<file path="src/rtl/bru_pkg.sv">
package bru_pkg;

  localparam logic [4:0] MODE_USR = 5'h10;
  localparam logic [4:0] MODE_FIQ = 5'h11;
  localparam logic [4:0] MODE_IRQ = 5'h12;
  localparam logic [4:0] MODE_SVC = 5'h13;
  localparam logic [4:0] MODE_MON = 5'h16;
  localparam logic [4:0] MODE_ABT = 5'h17;
  localparam logic [4:0] MODE_HYP = 5'h1A;
  localparam logic [4:0] MODE_UND = 5'h1B;
  localparam logic [4:0] MODE_SYS = 5'h1F;

  localparam int NBANK  = 8;
  localparam int BANK_W = $clog2(NBANK);

  localparam logic [4:0] RN_HI_LO = 5'd8;
  localparam logic [4:0] RN_HI_HI = 5'd12;
  localparam logic [4:0] RN_SP    = 5'd13;
  localparam logic [4:0] RN_LR    = 5'd14;
  localparam logic [4:0] RN_SPSR  = 5'd16;
  localparam logic [4:0] RN_ELR   = 5'd17;

  // Bank slot of a mode; User and System share slot 0
  function automatic logic [BANK_W-1:0] bank_of(input logic [4:0] m);
    case (m)
      MODE_FIQ: bank_of = BANK_W'(1);
      MODE_IRQ: bank_of = BANK_W'(2);
      MODE_SVC: bank_of = BANK_W'(3);
      MODE_ABT: bank_of = BANK_W'(4);
      MODE_UND: bank_of = BANK_W'(5);
      MODE_MON: bank_of = BANK_W'(6);
      MODE_HYP: bank_of = BANK_W'(7);
      default:  bank_of = BANK_W'(0);
    endcase
  endfunction

  function automatic logic known_mode(input logic [4:0] m);
    case (m)
      MODE_USR, MODE_FIQ, MODE_IRQ, MODE_SVC, MODE_MON,
      MODE_ABT, MODE_HYP, MODE_UND, MODE_SYS: known_mode = 1'b1;
      default: known_mode = 1'b0;
    endcase
  endfunction

  function automatic logic is_hi_reg(input logic [4:0] r);
    is_hi_reg = (r >= RN_HI_LO) && (r <= RN_HI_HI);
  endfunction

endpackage

</file>
<file path="src/rtl/bru_access_check.sv">
module bru_access_check
  import bru_pkg::*;
(
  input  logic [4:0] cur_mode,
  input  logic [4:0] tgt_mode,
  input  logic [4:0] reg_num,
  output logic       access_ok
);

  logic tgt_usr, tgt_hyp;
  assign tgt_usr = (tgt_mode == MODE_USR);
  assign tgt_hyp = (tgt_mode == MODE_HYP);

  always_comb begin
    access_ok = known_mode(tgt_mode);
    if (cur_mode == tgt_mode) access_ok = 1'b0;
    if (is_hi_reg(reg_num)) begin
      if (!tgt_usr && tgt_mode != MODE_FIQ) access_ok = 1'b0;
      if (tgt_usr && cur_mode != MODE_FIQ)  access_ok = 1'b0;
    end else if (reg_num == RN_SP) begin
      if (tgt_usr && cur_mode == MODE_SYS) access_ok = 1'b0;
    end else if (reg_num == RN_LR) begin
      if (tgt_usr && (cur_mode == MODE_HYP || cur_mode == MODE_SYS))
        access_ok = 1'b0;
    end else if (reg_num == RN_SPSR) begin
      if (tgt_usr || tgt_mode == MODE_SYS) access_ok = 1'b0;
    end else if (reg_num == RN_ELR) begin
      if (!tgt_hyp) access_ok = 1'b0;
      else if (cur_mode != MODE_HYP && cur_mode != MODE_MON) access_ok = 1'b0;
    end else begin
      access_ok = 1'b0;
    end
    if (tgt_hyp && reg_num != RN_ELR && cur_mode != MODE_MON) access_ok = 1'b0;
  end

endmodule

</file>
<file path="src/rtl/bru_bank_store.sv">
module bru_bank_store
  import bru_pkg::*;
#(
  parameter int DW   = 32,
  parameter int HI_N = 5
) (
  input  logic          clk,
  input  logic          rst_n,
  input  logic          we,
  input  logic [4:0]    tgt_mode,
  input  logic [4:0]    reg_num,
  input  logic [DW-1:0] wdata,
  output logic [DW-1:0] rdata
);

  localparam int HI_IW = (HI_N > 1) ? $clog2(HI_N) : 1;

  logic [DW-1:0] hi_usr_q [HI_N];
  logic [DW-1:0] hi_fiq_q [HI_N];
  logic [DW-1:0] sp_q     [NBANK];
  logic [DW-1:0] lr_q     [NBANK];
  logic [DW-1:0] spsr_q   [NBANK];
  logic [DW-1:0] elr_q;

  logic [BANK_W-1:0] bank;
  logic [HI_IW-1:0]  hi_idx;
  logic [4:0]        hi_off;
  logic              tgt_fiq;

  assign bank    = bank_of(tgt_mode);
  assign hi_off  = reg_num - RN_HI_LO;
  assign hi_idx  = hi_off[HI_IW-1:0];
  assign tgt_fiq = (tgt_mode == MODE_FIQ);

  logic [NBANK-1:0] sp_we, lr_we, spsr_we;
  logic [HI_N-1:0]  usr_we, fiq_we;
  logic             elr_we;

  for (genvar b = 0; b < NBANK; b++) begin : g_bank_we
    assign sp_we[b]   = we && reg_num == RN_SP   && bank == BANK_W'(b);
    assign lr_we[b]   = we && reg_num == RN_LR   && bank == BANK_W'(b);
    assign spsr_we[b] = we && reg_num == RN_SPSR && bank == BANK_W'(b);
  end

  for (genvar i = 0; i < HI_N; i++) begin : g_hi_we
    assign usr_we[i] = we && is_hi_reg(reg_num) && !tgt_fiq && hi_idx == HI_IW'(i);
    assign fiq_we[i] = we && is_hi_reg(reg_num) &&  tgt_fiq && hi_idx == HI_IW'(i);
  end

  assign elr_we = we && reg_num == RN_ELR;

  always_ff @(posedge clk or negedge rst_n) begin
    if (!rst_n) begin
      for (int b = 0; b < NBANK; b++) begin
        sp_q[b]   <= '0;
        lr_q[b]   <= '0;
        spsr_q[b] <= '0;
      end
      for (int i = 0; i < HI_N; i++) begin
        hi_usr_q[i] <= '0;
        hi_fiq_q[i] <= '0;
      end
      elr_q <= '0;
    end else begin
      for (int b = 0; b < NBANK; b++) begin
        if (sp_we[b])   sp_q[b]   <= wdata;
        if (lr_we[b])   lr_q[b]   <= wdata;
        if (spsr_we[b]) spsr_q[b] <= wdata;
      end
      for (int i = 0; i < HI_N; i++) begin
        if (usr_we[i]) hi_usr_q[i] <= wdata;
        if (fiq_we[i]) hi_fiq_q[i] <= wdata;
      end
      if (elr_we) elr_q <= wdata;
    end
  end

  always_comb begin
    rdata = '0;
    if (is_hi_reg(reg_num)) begin
      for (int i = 0; i < HI_N; i++)
        if (hi_idx == HI_IW'(i)) rdata = tgt_fiq ? hi_fiq_q[i] : hi_usr_q[i];
    end else begin
      case (reg_num)
        RN_SP:   rdata = sp_q[bank];
        RN_LR:   rdata = lr_q[bank];
        RN_SPSR: rdata = spsr_q[bank];
        RN_ELR:  rdata = elr_q;
        default: rdata = '0;
      endcase
    end
  end

endmodule

</file>
<file path="src/rtl/banked_reg_unit.sv">
module banked_reg_unit
  import bru_pkg::*;
#(
  parameter int DW = 32
) (
  input  logic          clk,
  input  logic          rst_n,
  input  logic [4:0]    cur_mode,
  input  logic [4:0]    tgt_mode,
  input  logic [4:0]    reg_num,
  input  logic          wr_en,
  input  logic          rd_en,
  input  logic [DW-1:0] wr_data,
  output logic [DW-1:0] rd_data,
  output logic          undef_pulse
);

  localparam int HI_N = int'(RN_HI_HI) - int'(RN_HI_LO) + 1;

  logic          access_ok;
  logic          strobe;
  logic          store_we;
  logic [DW-1:0] raw_rdata;

  bru_access_check u_check (
    .cur_mode  (cur_mode),
    .tgt_mode  (tgt_mode),
    .reg_num   (reg_num),
    .access_ok (access_ok)
  );

  assign strobe   = wr_en | rd_en;
  assign store_we = wr_en & access_ok;

  bru_bank_store #(.DW(DW), .HI_N(HI_N)) u_store (
    .clk      (clk),
    .rst_n    (rst_n),
    .we       (store_we),
    .tgt_mode (tgt_mode),
    .reg_num  (reg_num),
    .wdata    (wr_data),
    .rdata    (raw_rdata)
  );

  assign undef_pulse = strobe & ~access_ok;
  assign rd_data     = (rd_en & access_ok) ? raw_rdata : '0;

endmodule

</file>
<file path="config.mk">
export PLATFORM = sky130hd
export DESIGN_NAME = banked_reg_unit
export DESIGN_NICKNAME = d
export VERILOG_FILES = /design/src/rtl/bru_pkg.sv /design/src/rtl/bru_access_check.sv /design/src/rtl/bru_bank_store.sv /design/src/rtl/banked_reg_unit.sv
export SDC_FILE = /design/constraint.sdc
export NUM_CORES = 2
export LEC_CHECK = 0
export ABC_AREA = 1
export BUFFER_PORTS_ARGS = -buffer_cell sky130_fd_sc_hd__buf_2
export CORE_ASPECT_RATIO = 1.25
export CORE_MARGIN = 2
export CORE_UTILIZATION = 45
export DETAILED_ROUTE_END_ITERATION = 10
export PLACE_DENSITY = 0.72
export SKIP_LAST_GASP = 1
export SLEW_MARGIN = 20
export SYNTH_ARGS = -nofsm -noshare
export SYNTH_HDL_FRONTEND = slang
export SYNTH_HIERARCHICAL = 1
export SYNTH_SLANG_ARGS = --single-unit
</file>
<file path="constraint.sdc">
create_clock -name clk -period 3.1 [get_ports clk]
set_input_delay 0.62 -clock clk [delete_from_list [all_inputs] [get_ports clk]]
set_output_delay 0.62 -clock clk [all_outputs]
set_load 0.005 [all_outputs]
</file>
## After elaboration in Yosys (flattened, before gate mapping)

Memories as Yosys holds them, arrays and structs flattened.
Cells that the tools add are included.
W data, S select, Z words.

- Flip-flop bits (word level): 1120
- Bits in read-only memories: 32
- Input bits: 51
- Output and inout port bits: 33
- Logic and storage cells: 170
- Memories kept: 1

Memories:

| memory | depth | bits a word | read ports | clocked after memory_dff | write ports | RTL line | text |
|---|---|---|---|---|---|---|---|
| (no name shown) | 32 | 1 | 1 | 0 | 0 | bru_pkg.sv:38 | `case (m)` |

- $add $sub $neg: 1
- Magnitude comparators: 3
- Equality and inequality tests: 32
- Muxes and demuxes: 37
- Bitwise gates (word level): 6
- Reductions and logical operators: 55

Operators with widths:

| kind | count |
|---|---|
| $mux W32 | 18 |
| $bmux W32 S3 | 3 |
| $pmux W32 S4 | 1 |
| $eq A5 B5 Y1 const B | 13 |
| $logic_and A1 B1 Y1 | 49 |
| $ne A5 B5 Y1 const B | 5 |
| $pmux W3 S7 | 1 |
| $eq A3 B3 Y1 const B | 5 |
| $mux W1 | 14 |
| $eq A3 B2 Y1 const B | 4 |
| $eq A5 B4 Y1 const B | 2 |
| $eq A3 B1 Y1 const B | 2 |
| $logic_not A3 Y1 | 2 |
| $eq A5 B5 Y1 | 1 |
| $ge A5 B4 Y1 const B | 1 |
| $le A5 B4 Y1 const B | 1 |
| $ge A4 B4 Y1 const B | 1 |
| $not A3 Y4 | 1 |
| $and A1 B1 Y1 | 3 |
| $sub A3 B1 Y3 const B | 1 |
| $logic_not A1 Y1 | 2 |
| $logic_or A1 B1 Y1 | 2 |
| $not A1 Y1 | 1 |
| $or A1 B1 Y1 | 1 |

## Longest topological paths before layout

- Depth after elaboration: 14
- Gate-level depth with buffers: 17
- Depth with buffers taken out: 16

## Cells and area by module

Netlist, hierarchy kept.

Modules (own cells, without submodules):

| module | instances | cells an instance | area each (sq um) | sequential area each (sq um) |
|---|---|---|---|---|
| bru_bank_store | 1 | 7109 | 54486.0 | 28026.9 |
| bru_access_check | 1 | 80 | 349.1 | 0.0 |
| banked_reg_unit | 1 | 72 | 300.3 | 0.0 |

## Least setup slack after synthesis

OpenSTA, ideal clock, no wires.

- Path type: input to output
- Start: input reg_num[0]
- End: output rd_data[10]
- Data arrival time: 2.013 ns
- Data required time: 2.480 ns
- Slack: 0.467 ns
- Cell stages on the path: 11
- Buffers on the path: 1
- Cell sequence: inv_1 -> nand2_1 -> nor2_1 -> clkbuf_1 -> o21a_1 -> o21ai_0 -> nand3_1 -> o21bai_1 -> nand2_1 -> inv_1 -> nor2_1

- Word-level cells in the longest chain between the ends: 9
- Elaborated cells on any way between the ends: 31
- Those cells by class: add/sub (1); order compare (2); eq/ne (9); mux (14); bitwise (1); reduce/logical (4)

Ends and longest elaborated chain:

| what | RTL line | text |
|---|---|---|
| start: declaration | banked_reg_unit.sv:10 | `input logic [4:0] reg_num,` |
| $sub A3 B1 Y3 | bru_bank_store.sv:31 | `assign hi_off = reg_num - RN_HI_LO;` |
| $logic_not A3 Y1 | bru_bank_store.sv:82 | `if (hi_idx == HI_IW'(i)) rdata = tgt_fiq ? hi_fiq_q[i] : hi_usr_q[i];` |
| $mux W32 (5 in a row) | bru_bank_store.sv:82 |  |
| $mux W32 * | bru_bank_store.sv:80 | `if (is_hi_reg(reg_num)) begin` |
| via raw_rdata[10] | banked_reg_unit.sv:23 | `logic [DW-1:0] raw_rdata;` |
| $mux W32 * | banked_reg_unit.sv:46 | `assign rd_data = (rd_en & access_ok) ? raw_rdata : '0;` |
| end: declaration | banked_reg_unit.sv:14 | `output logic [DW-1:0] rd_data,` |

Mark *: on every way through the listed nets, which the timed path passes. The rest lies on a longest branch.

## Worst setup path after layout

- Start: input tgt_mode[2]
- End: output rd_data[12]

- Elaborated cells on any way between the ends: 59
- Those cells by class: eq/ne (11); mux (37); bitwise (2); reduce/logical (8); memory (1)

RTL lines:

| what | RTL line | text |
|---|---|---|
| start: declaration | banked_reg_unit.sv:9 | `input logic [4:0] tgt_mode,` |
| $eq A5 B5 Y1 (on tied branches) | bru_pkg.sv:25, bru_bank_store.sv:33 |  |
| $pmux W3 S7 or $mux W32 (tied branches) | bru_pkg.sv:25, bru_bank_store.sv:82 |  |
| $not A3 Y4 (implied by the code) or $mux W32 (tied branches) | -- |  |
| $bmux W32 S3 (tied with other cells) | bru_bank_store.sv:87 | `RN_SPSR: rdata = spsr_q[bank];` |
| $mux W32 (on tied branches) (2 in a row) | -- |  |
| $pmux W32 S4 or $mux W32 (tied branches) | bru_bank_store.sv:84, bru_bank_store.sv:82 |  |
| $mux W32 * | bru_bank_store.sv:80 |  |
| via raw_rdata[12] | banked_reg_unit.sv:23 |  |
| $mux W32 * | banked_reg_unit.sv:46 |  |

Mark *: on every way through the listed nets, which the timed path passes. The rest lies on a longest branch. The select of a mux whose other input is x is not followed.

==> results.tsv <==
metric	value	unit
status	complete, but fails checks	
failing checks	negative setup slack	
htree depth	3	
setup ws final	-0.260	ns
io pins	84	
DIE AREA	125000	um2
GP Congestion	0.863	
element type at the critical path end	output port	
Peak VDD IR	0.536	mV
Die H	395	um
Chip Width	317	um
Mapped Cells	7261	
core box area	121000	um2
drt pass-1 iters	6	
FMAX	298	MHz
cell with the most instances after synthesis	nand2_1	
Final setup viols	32	
Most common cell on crit path	nand2_1	
worst slew pin tran	1.11	ns
buffer depth of the longest clock path	3	
largest net degree at the start of global routing	107	
Synth async-reset ratio	100	%
GRT Residual Overflow	0	
Max stage delay on crit path	0.20	ns
R2R Setup Slk	2.36	ns
max-slew violations	0	
WP data arrival	2.74	ns
routed vias	50295	
All-Layer GR Usage	28.4	%
fill cell total of the finished layout	10619	
CP startpoint kind	input port	
critical path class	input port to output port	
Via density	5.56	
crit path max-delay cell type	buf_6	
#FFs+latches synth	1120	
area delta synth->final	20.4	%
Ys Warns	6	
hpwl dp	103000	um
IO buf count	83	
# rows	143	
clock sink total	1120	
DR iter-0 viols	5771	
Clock Latency Late Sink	0.72	ns
proportion of netlist area held by the largest area contributor	50.8	%
Sequential Area	28000	um2
Final Cycle Share	108	%
synth unique cells	29	
Setup Skew	0	ns
CTS Buf Count	106	
Worst-path clk slew	0.06	ns
Root Driver	clkbuf_16	
EDFF count, synth	0	
synth cell count leaders	nand2_1, dfrtp_1, o21ai_0	
WP buf/inv	8	
CTS tree	built	
sequential share of the synthesized area	50.8	%
DR WL/cell	19.9	um
Hold Vio Cnt, Final	0	
first-pass GRT wire length	278000	um
RSZ-0062 raised after global routing	true	
Crit Path Max Fanout	16	
Mapped Avg Cell Area	7.59	um2
Synth area leaders	dfrtp_1, nand2_1, o21ai_0	
Synth Flop Type	dfrtp_1	
post-route ant nets	0	
CP Data Required Time	2.48	ns
Finished Cell Area	66400	um2
max-slew headroom at the worst pin	25.6	%
leakage	0.0317	uW
min Tclk post-route	3.36	ns
share of post-route cells with drive strength above 1	12.5	%
Critical Path, Cell by Cell	buf_8, buf_6, nor2_4, nand2_4, buf_6, buf_12, buf_4, nand3b_1, nand2_1, nand2_1, nand2_1, nand2_1, nand3_2, nand2_1, nor2_2, buf_4, nand2_1, inv_1, nor2_2, buf_2	
footprint of the multi-input gates	23500	um2
Synth area leader	dfrtp_1	
Pwr per Cell Area	466	nW/um2
net count of the mapped netlist	7312	
Synth Cell Area	55100	um2
number of global-route vias before repair	48569	
# nets final	7424	
CP top delay family	buffers and inverters	
DP Area	60400	um2
Post-Route WL	180000	um
Setup WS pre-CTS	-0.529	ns
Initial Utilization	45.4	%
initial antenna violation count	1	
# Max-Cap Violations	0	
Hold WC Path Type	input port to async pin	
residual DRC count	0	
-- state kept, by name, indices dropped and copies added, names as in the netlist --
signal and count:
u_store/elr_q 32, u_store/sp_q 256, u_store/hi_fiq_q 160, u_store/lr_q 256
u_store/hi_usr_q 160, u_store/spsr_q 256
-- area by class of cell --
| cell class | instances | share of cell area, % |
|---|---|---|
| flip-flops and latches | 1120 | 42.2 |
| multi-input cells | 5071 | 35.5 |
| repair buffers | 571 | 11.1 |
| clock buffers | 157 | 4.62 |
| well taps | 1595 | 3.01 |
| inverters | 503 | 2.89 |
| clock inverters | 34 | 0.667 |
| diodes | 1 | 0.00377 |
-- layer usage --
layer,global-route usage (%),up-vias,wire [um]
met2,46.5,2374,84100
met3,4.14,588,14600
met4,15.1,0,10200
li1,-,23221,-
met1,36.3,24112,71300
met5,0,-,0
-- through the flow --
step / setup TNS (ns) / cells / util (%) / power (uW) / hold WS [ns]
after detailed placement: -44.15 / 8780 / 49.7 / 17400 / 0.464
after global placement: -30.87 / 8780 / 49.7 / 17400 / 0.457
after global routing: -9.26 / 9051 / 54.7 / 31900 / 0.469
final: -6.01 / 9052 / 54.7 / 30900 / 0.438
after floorplan: 0 / 7261 / - / 16200 / 0.324
after CTS: -4.79 / 9027 / 54.0 / 31000 / 0.412
-- what timing repair did --
item / in CTS / in global routing
buffers inserted: 33 / 11
hold endpoints to repair: 28 / 0
resized for setup: 159 / 113
pin swaps: 32 / 54
setup endpoints to repair: 32 / 32
hold buffers: 1 / 0
gates cloned: 26 / 16
-- power breakdown --
part	internal [uW]	switching, uW	total [uW]
combinational	1010	1750	2760
sequential	14700	46.7	14800
clock	7650	5790	13400
total	23400	7590	30900
-- worst paths after layout --
path | endpoint | cells after the start | startpoint
max in group asynchronous | u_store/lr_q[63]$_DFFE_PN0P_ | 3 | rst_n
min in group clk | u_store/hi_usr_q[41]$_DFFE_PN0P_ | 4 | wr_data[9]
setup / recovery | rd_data[12] | 20 | tgt_mode[2]
hold / removal | u_store/spsr_q[124]$_DFFE_PN0P_ | 2 | rst_n
setup reg to reg | u_store/sp_q[216]$_DFFE_PN0P_ | 2 | u_store/sp_q[216]$_DFFE_PN0P_
hold reg to reg | u_store/lr_q[53]$_DFFE_PN0P_ | 2 | u_store/lr_q[53]$_DFFE_PN0P_
-- cell usage in the layout (no fill, tap or decap), types with 31 or more instances in the layout --
master     count
nor2_1        88
buf_2         79
buf_4        239
clkbuf_16    123
dfrtp_1     1120
buf_12       165
clkbuf_1      31
o21ai_1      200
nand3_1      191
nand2_2       84
buf_16        34
o21ai_0     1081
o21a_1        95
nand3b_1     343
nand2_1     2845
inv_1        483
-- logic make-up after synthesis --
group                  synth area share (%)
AOI/OAI and AO/OA                      13.4
buffers and inverters                  7.58
and+or+nand+nor                        28.1
DFF                                    50.8
Note: power is estimated with default switching activity, not from simulation.
